## src/rtl/lcdseq_pkg.sv

```systemverilog
package lcdseq_pkg;

  localparam int INIT_N = 4;

  typedef enum logic [1:0] {
    ST_RESET = 2'd0,
    ST_ISSUE = 2'd1,
    ST_WAIT  = 2'd2,
    ST_IDLE  = 2'd3
  } seq_state_t;

  // Setup instruction list, sent in this order after reset.
  function automatic logic [7:0] init_cmd(input logic [1:0] pos);
    case (pos)
      2'd0:    init_cmd = 8'h38;  // 8-bit bus, two lines
      2'd1:    init_cmd = 8'h0C;  // display on, cursor off
      2'd2:    init_cmd = 8'h01;  // clear
      default: init_cmd = 8'h06;  // increment, no shift
    endcase
  endfunction

endpackage

```

## src/rtl/lcdseq_rst_sync.sv

```systemverilog
module lcdseq_rst_sync #(
  parameter int STAGES = 2
) (
  input  logic clk,
  input  logic rst_n,
  output logic rst_sync_n
);

  logic [STAGES-1:0] chain;

  always_ff @(posedge clk or negedge rst_n) begin
    if (!rst_n) chain <= '0;
    else        chain <= {chain[STAGES-2:0], 1'b1};
  end

  assign rst_sync_n = chain[STAGES-1];

endmodule

```

## src/rtl/lcdseq_step_rom.sv

```systemverilog
module lcdseq_step_rom
  import lcdseq_pkg::*;
#(
  parameter int MSG_MAX = 16,
  parameter int IDX_W   = 5,
  parameter logic [8*MSG_MAX-1:0] MSG = '0
) (
  input  logic [IDX_W-1:0] step_idx,
  output logic [7:0]       step_byte,
  output logic             step_rs
);

  always_comb begin
    step_byte = 8'h00;
    step_rs   = 1'b0;
    if (step_idx < IDX_W'(INIT_N)) begin
      step_byte = init_cmd(step_idx[1:0]);
    end else begin
      step_rs = 1'b1;
      for (int k = 0; k < MSG_MAX; k++) begin
        if (step_idx == IDX_W'(INIT_N + k)) step_byte = MSG[8*k +: 8];
      end
    end
  end

endmodule

```

## src/rtl/lcdseq_ctrl.sv

```systemverilog
module lcdseq_ctrl
  import lcdseq_pkg::*;
#(
  parameter int IDX_W    = 5,
  parameter int LAST_IDX = 7
) (
  input  logic             clk,
  input  logic             rst_n,
  input  logic             wr_done,
  output logic [IDX_W-1:0] step_idx,
  output logic             issue,
  output logic             waiting,
  output logic             idle
);

  seq_state_t state, state_nxt;
  logic       idx_adv;
  logic       at_last;

  assign at_last = (step_idx == IDX_W'(LAST_IDX));

  always_comb begin
    state_nxt = state;
    idx_adv   = 1'b0;
    case (state)
      ST_RESET: state_nxt = ST_ISSUE;
      ST_ISSUE: state_nxt = ST_WAIT;
      ST_WAIT: begin
        if (wr_done) begin
          if (at_last) begin
            state_nxt = ST_IDLE;
          end else begin
            state_nxt = ST_ISSUE;
            idx_adv   = 1'b1;
          end
        end
      end
      default: state_nxt = ST_IDLE;
    endcase
  end

  always_ff @(posedge clk or negedge rst_n) begin
    if (!rst_n) begin
      state    <= ST_RESET;
      step_idx <= '0;
    end else begin
      state <= state_nxt;
      if (idx_adv) step_idx <= step_idx + 1'b1;
    end
  end

  assign issue   = (state == ST_ISSUE);
  assign waiting = (state == ST_WAIT);
  assign idle    = (state == ST_IDLE);

endmodule

```

## src/rtl/lcd_msg_seq.sv

```systemverilog
module lcd_msg_seq
  import lcdseq_pkg::*;
#(
  parameter int MSG_MAX = 16,
  parameter int MSG_LEN = 4,
  parameter logic [8*MSG_MAX-1:0] MSG = {{(8*MSG_MAX-32){1'b0}}, 32'h656E_6F44},
  localparam int STEPS = INIT_N + MSG_LEN,
  localparam int IDX_W = $clog2(INIT_N + MSG_MAX + 1)
) (
  input  logic       clk,
  input  logic       rst_n,
  input  logic       wr_done,
  output logic       wr_begin,
  output logic       wr_rs,
  output logic [7:0] wr_byte
);

  logic             rst_sync_n;
  logic [IDX_W-1:0] step_idx;
  logic             seq_issue;
  logic             seq_waiting;
  logic             seq_idle;

  lcdseq_rst_sync #(.STAGES(2)) u_rst (
    .clk        (clk),
    .rst_n      (rst_n),
    .rst_sync_n (rst_sync_n)
  );

  lcdseq_ctrl #(.IDX_W(IDX_W), .LAST_IDX(STEPS - 1)) u_ctrl (
    .clk      (clk),
    .rst_n    (rst_sync_n),
    .wr_done  (wr_done),
    .step_idx (step_idx),
    .issue    (seq_issue),
    .waiting  (seq_waiting),
    .idle     (seq_idle)
  );

  lcdseq_step_rom #(.MSG_MAX(MSG_MAX), .IDX_W(IDX_W), .MSG(MSG)) u_rom (
    .step_idx  (step_idx),
    .step_byte (wr_byte),
    .step_rs   (wr_rs)
  );

  assign wr_begin = seq_issue;

endmodule

```

## config.mk

```make
export PLATFORM = sky130hd
export DESIGN_NAME = lcd_msg_seq
export DESIGN_NICKNAME = d
export VERILOG_FILES = /design/src/rtl/lcdseq_pkg.sv /design/src/rtl/lcdseq_rst_sync.sv /design/src/rtl/lcdseq_step_rom.sv /design/src/rtl/lcdseq_ctrl.sv /design/src/rtl/lcd_msg_seq.sv
export SDC_FILE = /design/constraint.sdc
export NUM_CORES = 1
export LEC_CHECK = 0
export CAP_MARGIN = 15
export CORE_AREA = 3 3 40 42
export DETAILED_ROUTE_END_ITERATION = 7
export DIE_AREA = 0 0 43 45
export DONT_BUFFER_PORTS = 1
export GPL_ROUTABILITY_DRIVEN = 0
export PLACE_DENSITY_LB_ADDON = 0.08
export SLEW_MARGIN = 40
export SYNTH_ARGS = -nofsm -noshare
export SYNTH_HDL_FRONTEND = slang
export SYNTH_HIERARCHICAL = 1
export SYNTH_SLANG_ARGS = --single-unit
```

## constraint.sdc

```tcl
create_clock -name clk -period 1.17 [get_ports clk]
set_clock_uncertainty 0.05 [all_clocks]
set_input_delay 0.1755 -clock clk [delete_from_list [all_inputs] [get_ports clk]]
set_output_delay 0.1755 -clock clk [all_outputs]
set_load 0.01 [all_outputs]
```

* After elaboration in Yosys (flattened, before gate mapping) *
Index checks and enable logic that the tools add are counted.

word-level totals
  ROM bits = 0
  memory bits (writable) = 0
  memories = 0
  register bits = 9
  logic and storage cells = 53
  bits in latches = 0
  bits of input ports = 3
  output and inout port bits = 10

cells by class
  multiplexer cells = 25
  bitwise gates (word level) = 0
  $mul = 0
  add/subtract/negate cells = 1
  shift operators = 0
  div/mod/pow operators = 0
  equality and inequality tests = 21
  reductions and logical operators = 2
  order comparisons = 1

operators with widths
  kind                                                        count
  two-way mux 7 bit                                           16
  == test 5 x 4 -> 1 bit, second input constant               8
  == test 5 x 3 -> 1 bit, second input constant               4
  == test 5 bit, second input constant                        4
  case mux 6 bit (3 select lines)                             1
  two-way mux 8 bit                                           1
  case mux 2 bit (3 select lines)                             1
  adder 5 x 1 -> 5 bit, second input constant                 1
  less-than comparator 5 x 3 -> 1 bit, second input constant  1
  == test 2 x 1 -> 1 bit, second input constant               2
  == test 2 bit, second input constant                        2
  logical NOT 2 bit                                           2
  two-way mux 1 bit                                           4
  two-way mux 2 bit                                           2
  inequality test 2 bit, second input constant                1

* Depth between registers and ports, before layout *
  depth after elaboration = 18
  mapped depth = 4
  mapped depth without buffers = 4

* Cells and area by module *
Netlist, hierarchy kept.

modules (own cells, without submodules)
  module           seq. area each (um2)  cells an instance  times used  area each (um2)
  lcdseq_ctrl      175.2                 28                 1           334.1
  lcdseq_step_rom  0.0                   22                 1           127.6
  lcdseq_rst_sync  50.0                  3                  1           53.8

* Least setup slack after synthesis *
OpenSTA, ideal clock, no wires.

  path kind = register to register
  start = register u_ctrl.step_idx[0]
  end = register u_ctrl.step_idx[1]
  required time = 0.995 ns
  arrival = 1.393 ns
  cell stages (with the launch flop) = 5
  setup slack = -0.398 ns
  clock period less this slack = 1.568 ns
  buffers on the path = 0
  library setup time = 0.125 ns
  cell sequence = dfrtp_1 > ha_1 > and4bb_4 > nor2_1 > mux2_2

on the way
  longest elaborated chain between the ends = 4
  elaborated cells between the ends (all ways) = 5
  those cells by class = 1 x add/sub; 1 x eq/ne; 3 x mux

RTL lines
  item                      line               RTL
  start: declaration        lcdseq_ctrl.sv:10  output logic [IDX_W-1:0] step_idx,
  start signal: assignment  lcdseq_ctrl.sv:48  if (idx_adv) step_idx <= step_idx + 1'b1;
  == test 5 x 3 -> 1 bit    lcdseq_ctrl.sv:20  assign at_last = (step_idx == IDX_W'(LAST_IDX));
  two-way mux 1 bit         lcdseq_ctrl.sv:30  if (at_last) begin
  two-way mux 1 bit         lcdseq_ctrl.sv:29  if (wr_done) begin
  two-way mux 1 bit         lcdseq_ctrl.sv:25  case (state)

Parallel ways exist; a longest one is shown, timed or not.
A chain may end at the register's enable or synchronous reset.

* Final worst setup path *
  start = register u_ctrl.step_idx[1]
  end = register u_ctrl.step_idx[4]

Same word-level chain as after synthesis.

==> metrics.md <==
| Metric | Value |
|---|---|
| Psw | `1.03 mW` |
| Initial core utilization | `39.6%` |
| Slew Limit Fails | `0` |
| Synth Cell Area | `509 µm²` |
| DP HPWL | `between 700 and 800 µm` |
| Reg power frac | `19.2%` |
| Global-route wire length before repair | `between 2000 and 2500 µm` |
| Worst path cell trace | `buf_4, ha_4, and4bb_4, or3_4, xnor2_2` |
| Syn Area/Cell | `a little under 10 µm²` |
| Routed WL per cell | `between 10 and 15 µm` |
| RSZ-0062 raised after global routing | `yes` |
| Failing checks | `negative setup slack` |
| Sw frac | `40.3%` |
| Hold WC Path Type | `input pin to flip-flop` |
| Clk slew on worst S/H paths | `0.06 ns` |
| Drt total wl | `approximately 1300 µm` |
| Area Overhead vs Synth | `85.5%` |
| Crit path max fanout | `4` |
| CP endpoint kind | `flip-flop` |
| Dpl ws | `-0.267 ns` |
| Number of synthesis warnings | `6` |
| Die Wd | `around 43 µm` |
| Largest net degree at the start of global routing | `9` |
| Tmin final | `approximately 1.6 ns` |
| Row count | `13` |
| GR Overflow Total | `0` |
| Commonest non-fill, non-tap cell in the layout | `buf_6` |
| CP Data Required Time | `approximately 1.3 ns` |
| First-pass detailed-route iteration total | `2` |
| Number of global-route vias before repair | `slightly below 500` |
| Io pins | `13` |
| Die extent in y | `45 µm` |
| Crit path largest cell delay | `around 0.40 ns` |
| Startpoint Class | `flip-flop` |
| Syn Inst Count | `52` |
| Initial antenna violation count | `0` |
| Slowest cell on the critical path | `dfrtp_2` |
| Number of nets with antenna violations after routing | `0` |
| P_int | `between 1.5 and 2 mW` |
| Final cycle utilization of the critical path | `133%` |
| Clock share of power | `under 10%` |
| Crit path kind | `flip-flop to flip-flop` |
| Achievable Freq | `about 640 MHz` |
| Comb pwr share | `~72%` |
| TritonCTS Buffers | `3` |
| FF-to-FF setup slack | `-0.39 ns` |
| PD cells | `around 2700 nW/µm²` |
| CTS Sinks | `9` |
| Endpoints failing setup | `14` |
| Final Hold Viols | `0` |
| ANT cells | `0` |
| Status | `finished, violations left` |
| Initial drt markers | `4` |
| Post-route DRC violation count | `0` |
| PnR worst setup slack | `-0.387 ns` |
| Layout net count | `84` |
| Max Cap Viol | `0` |
| Vias | `around 470` |
| H-tree levels | `1` |
| Clock tree buffer depth | `2` |
| Core area | `1280 µm²` |
| Worst vdd ir | `about 0.0014 V` |
| Die area | `1940 µm²` |
| Post-DP Area | `around 630 µm²` |
| I/O Buffers | `0` |
| CTS tree | `built` |
| Clock latency at the later pin of the worst-skew pair | `between 0.2 and 0.3 ns` |
| Syn Nets | `between 50 and 60` |
| Share of post-route cells with drive strength above 1 | `between 70 and 80%` |
| CTS root buf | `clkbuf_4` |
| Leak | `between 0.4 and 0.5 nW` |
| Commonest cells after routing, fill and taps aside | `13 x buf_6, 11 x buf_4, 6 x dfrtp_1, 5 x nor2_4` |
| Final instance area | `between 900 and 1000 µm²` |
| Via-to-Cell Ratio | `approximately 5` |
| Arrival time worst endpoint | `about 1.7 ns` |
| Gr usage total | `between 10 and 15%` |
## layer usage
metal  track usage, %  wire length (µm)  share of wire, %  vias to the layer above
met2             27.8               730                57                       15
li1                 -                 -                 -                      225
met1             13.0               457                35                      222
met3             5.98                81               6.3                        4
met4             7.23                19               1.5                        0
met5                0                 0                 0                        -
## through the flow
step	total power [mW]	hold slack [ns]	cells	utilization (%)	TNS, ns
2_1_floorplan	1.19	-0.170	52	-	-1.26
3_3_place_gp	1.46	-0.170	76	49.2	-1.59
3_5_place_dp	1.51	-0.170	76	49.2	-1.82
4_1_cts	2.20	0.0247	89	65.0	-4.12
5_1_grt	2.71	0.0321	94	73.5	-4.90
6_report	2.55	0.0304	94	73.5	-4.21
## cell type report
type                    count  area [µm²]
fillers                    92         340
clock buffers               4        26.3
repair buffers             25         239
inverters                   2        10.0
well taps                  15        18.8
flip-flops and latches      9         229
multi-input cells          39         422
## power groups by stage
stage	clock (mW)	sequential, mW	combinational, mW
after floorplan	0	0.550	0.641
after global placement	0	0.494	0.971
after detailed placement	0	0.498	1.01
after CTS	0.242	0.486	1.47
after global routing	0.266	0.497	1.95
final	0.231	0.488	1.83
## final timing paths
kind,to,startpoint,depth (start not counted)
max in group asynchronous,u_ctrl/step_idx[1],u_rst/chain[1],0
worst max register to register,u_ctrl/step_idx[4],u_ctrl/step_idx[1],5
worst min-delay path,u_ctrl/state[0],wr_done,2
min in group asynchronous,u_ctrl/step_idx[4],u_rst/chain[1],0
worst min register to register,u_ctrl/step_idx[4],u_rst/chain[1],0
worst max-delay path,u_ctrl/step_idx[4],u_ctrl/step_idx[1],5
## critical path: cells and delay by family, from the launching register on
| kind | cells | cell delay, ns |
|---|---|---|
| buffers and inverters | 1 | 0.14 |
| XOR/XNOR | 1 | 0.13 |
| adder cells (fa/ha/maj) | 1 | 0.15 |
| AND/OR/NAND/NOR | 2 | 0.58 |
| flip-flops | 1 | 0.40 |
## what timing repair did
| action | in CTS | in global routing |
|---|---|---|
| setup endpoints to repair | 15 | 15 |
| buffers inserted | 8 | 5 |
| pin swaps | 9 | 8 |
| gates resized for setup | 28 | 14 |
| hold endpoints to repair | 2 | 0 |
| hold buffers | 1 | 0 |
## registers in the layout (all words and copies together) (netlist names)
name and flops:
u_rst/chain 2, u_ctrl/step_idx 5, u_ctrl/state 2
Power figures use the tool's default switching activity.
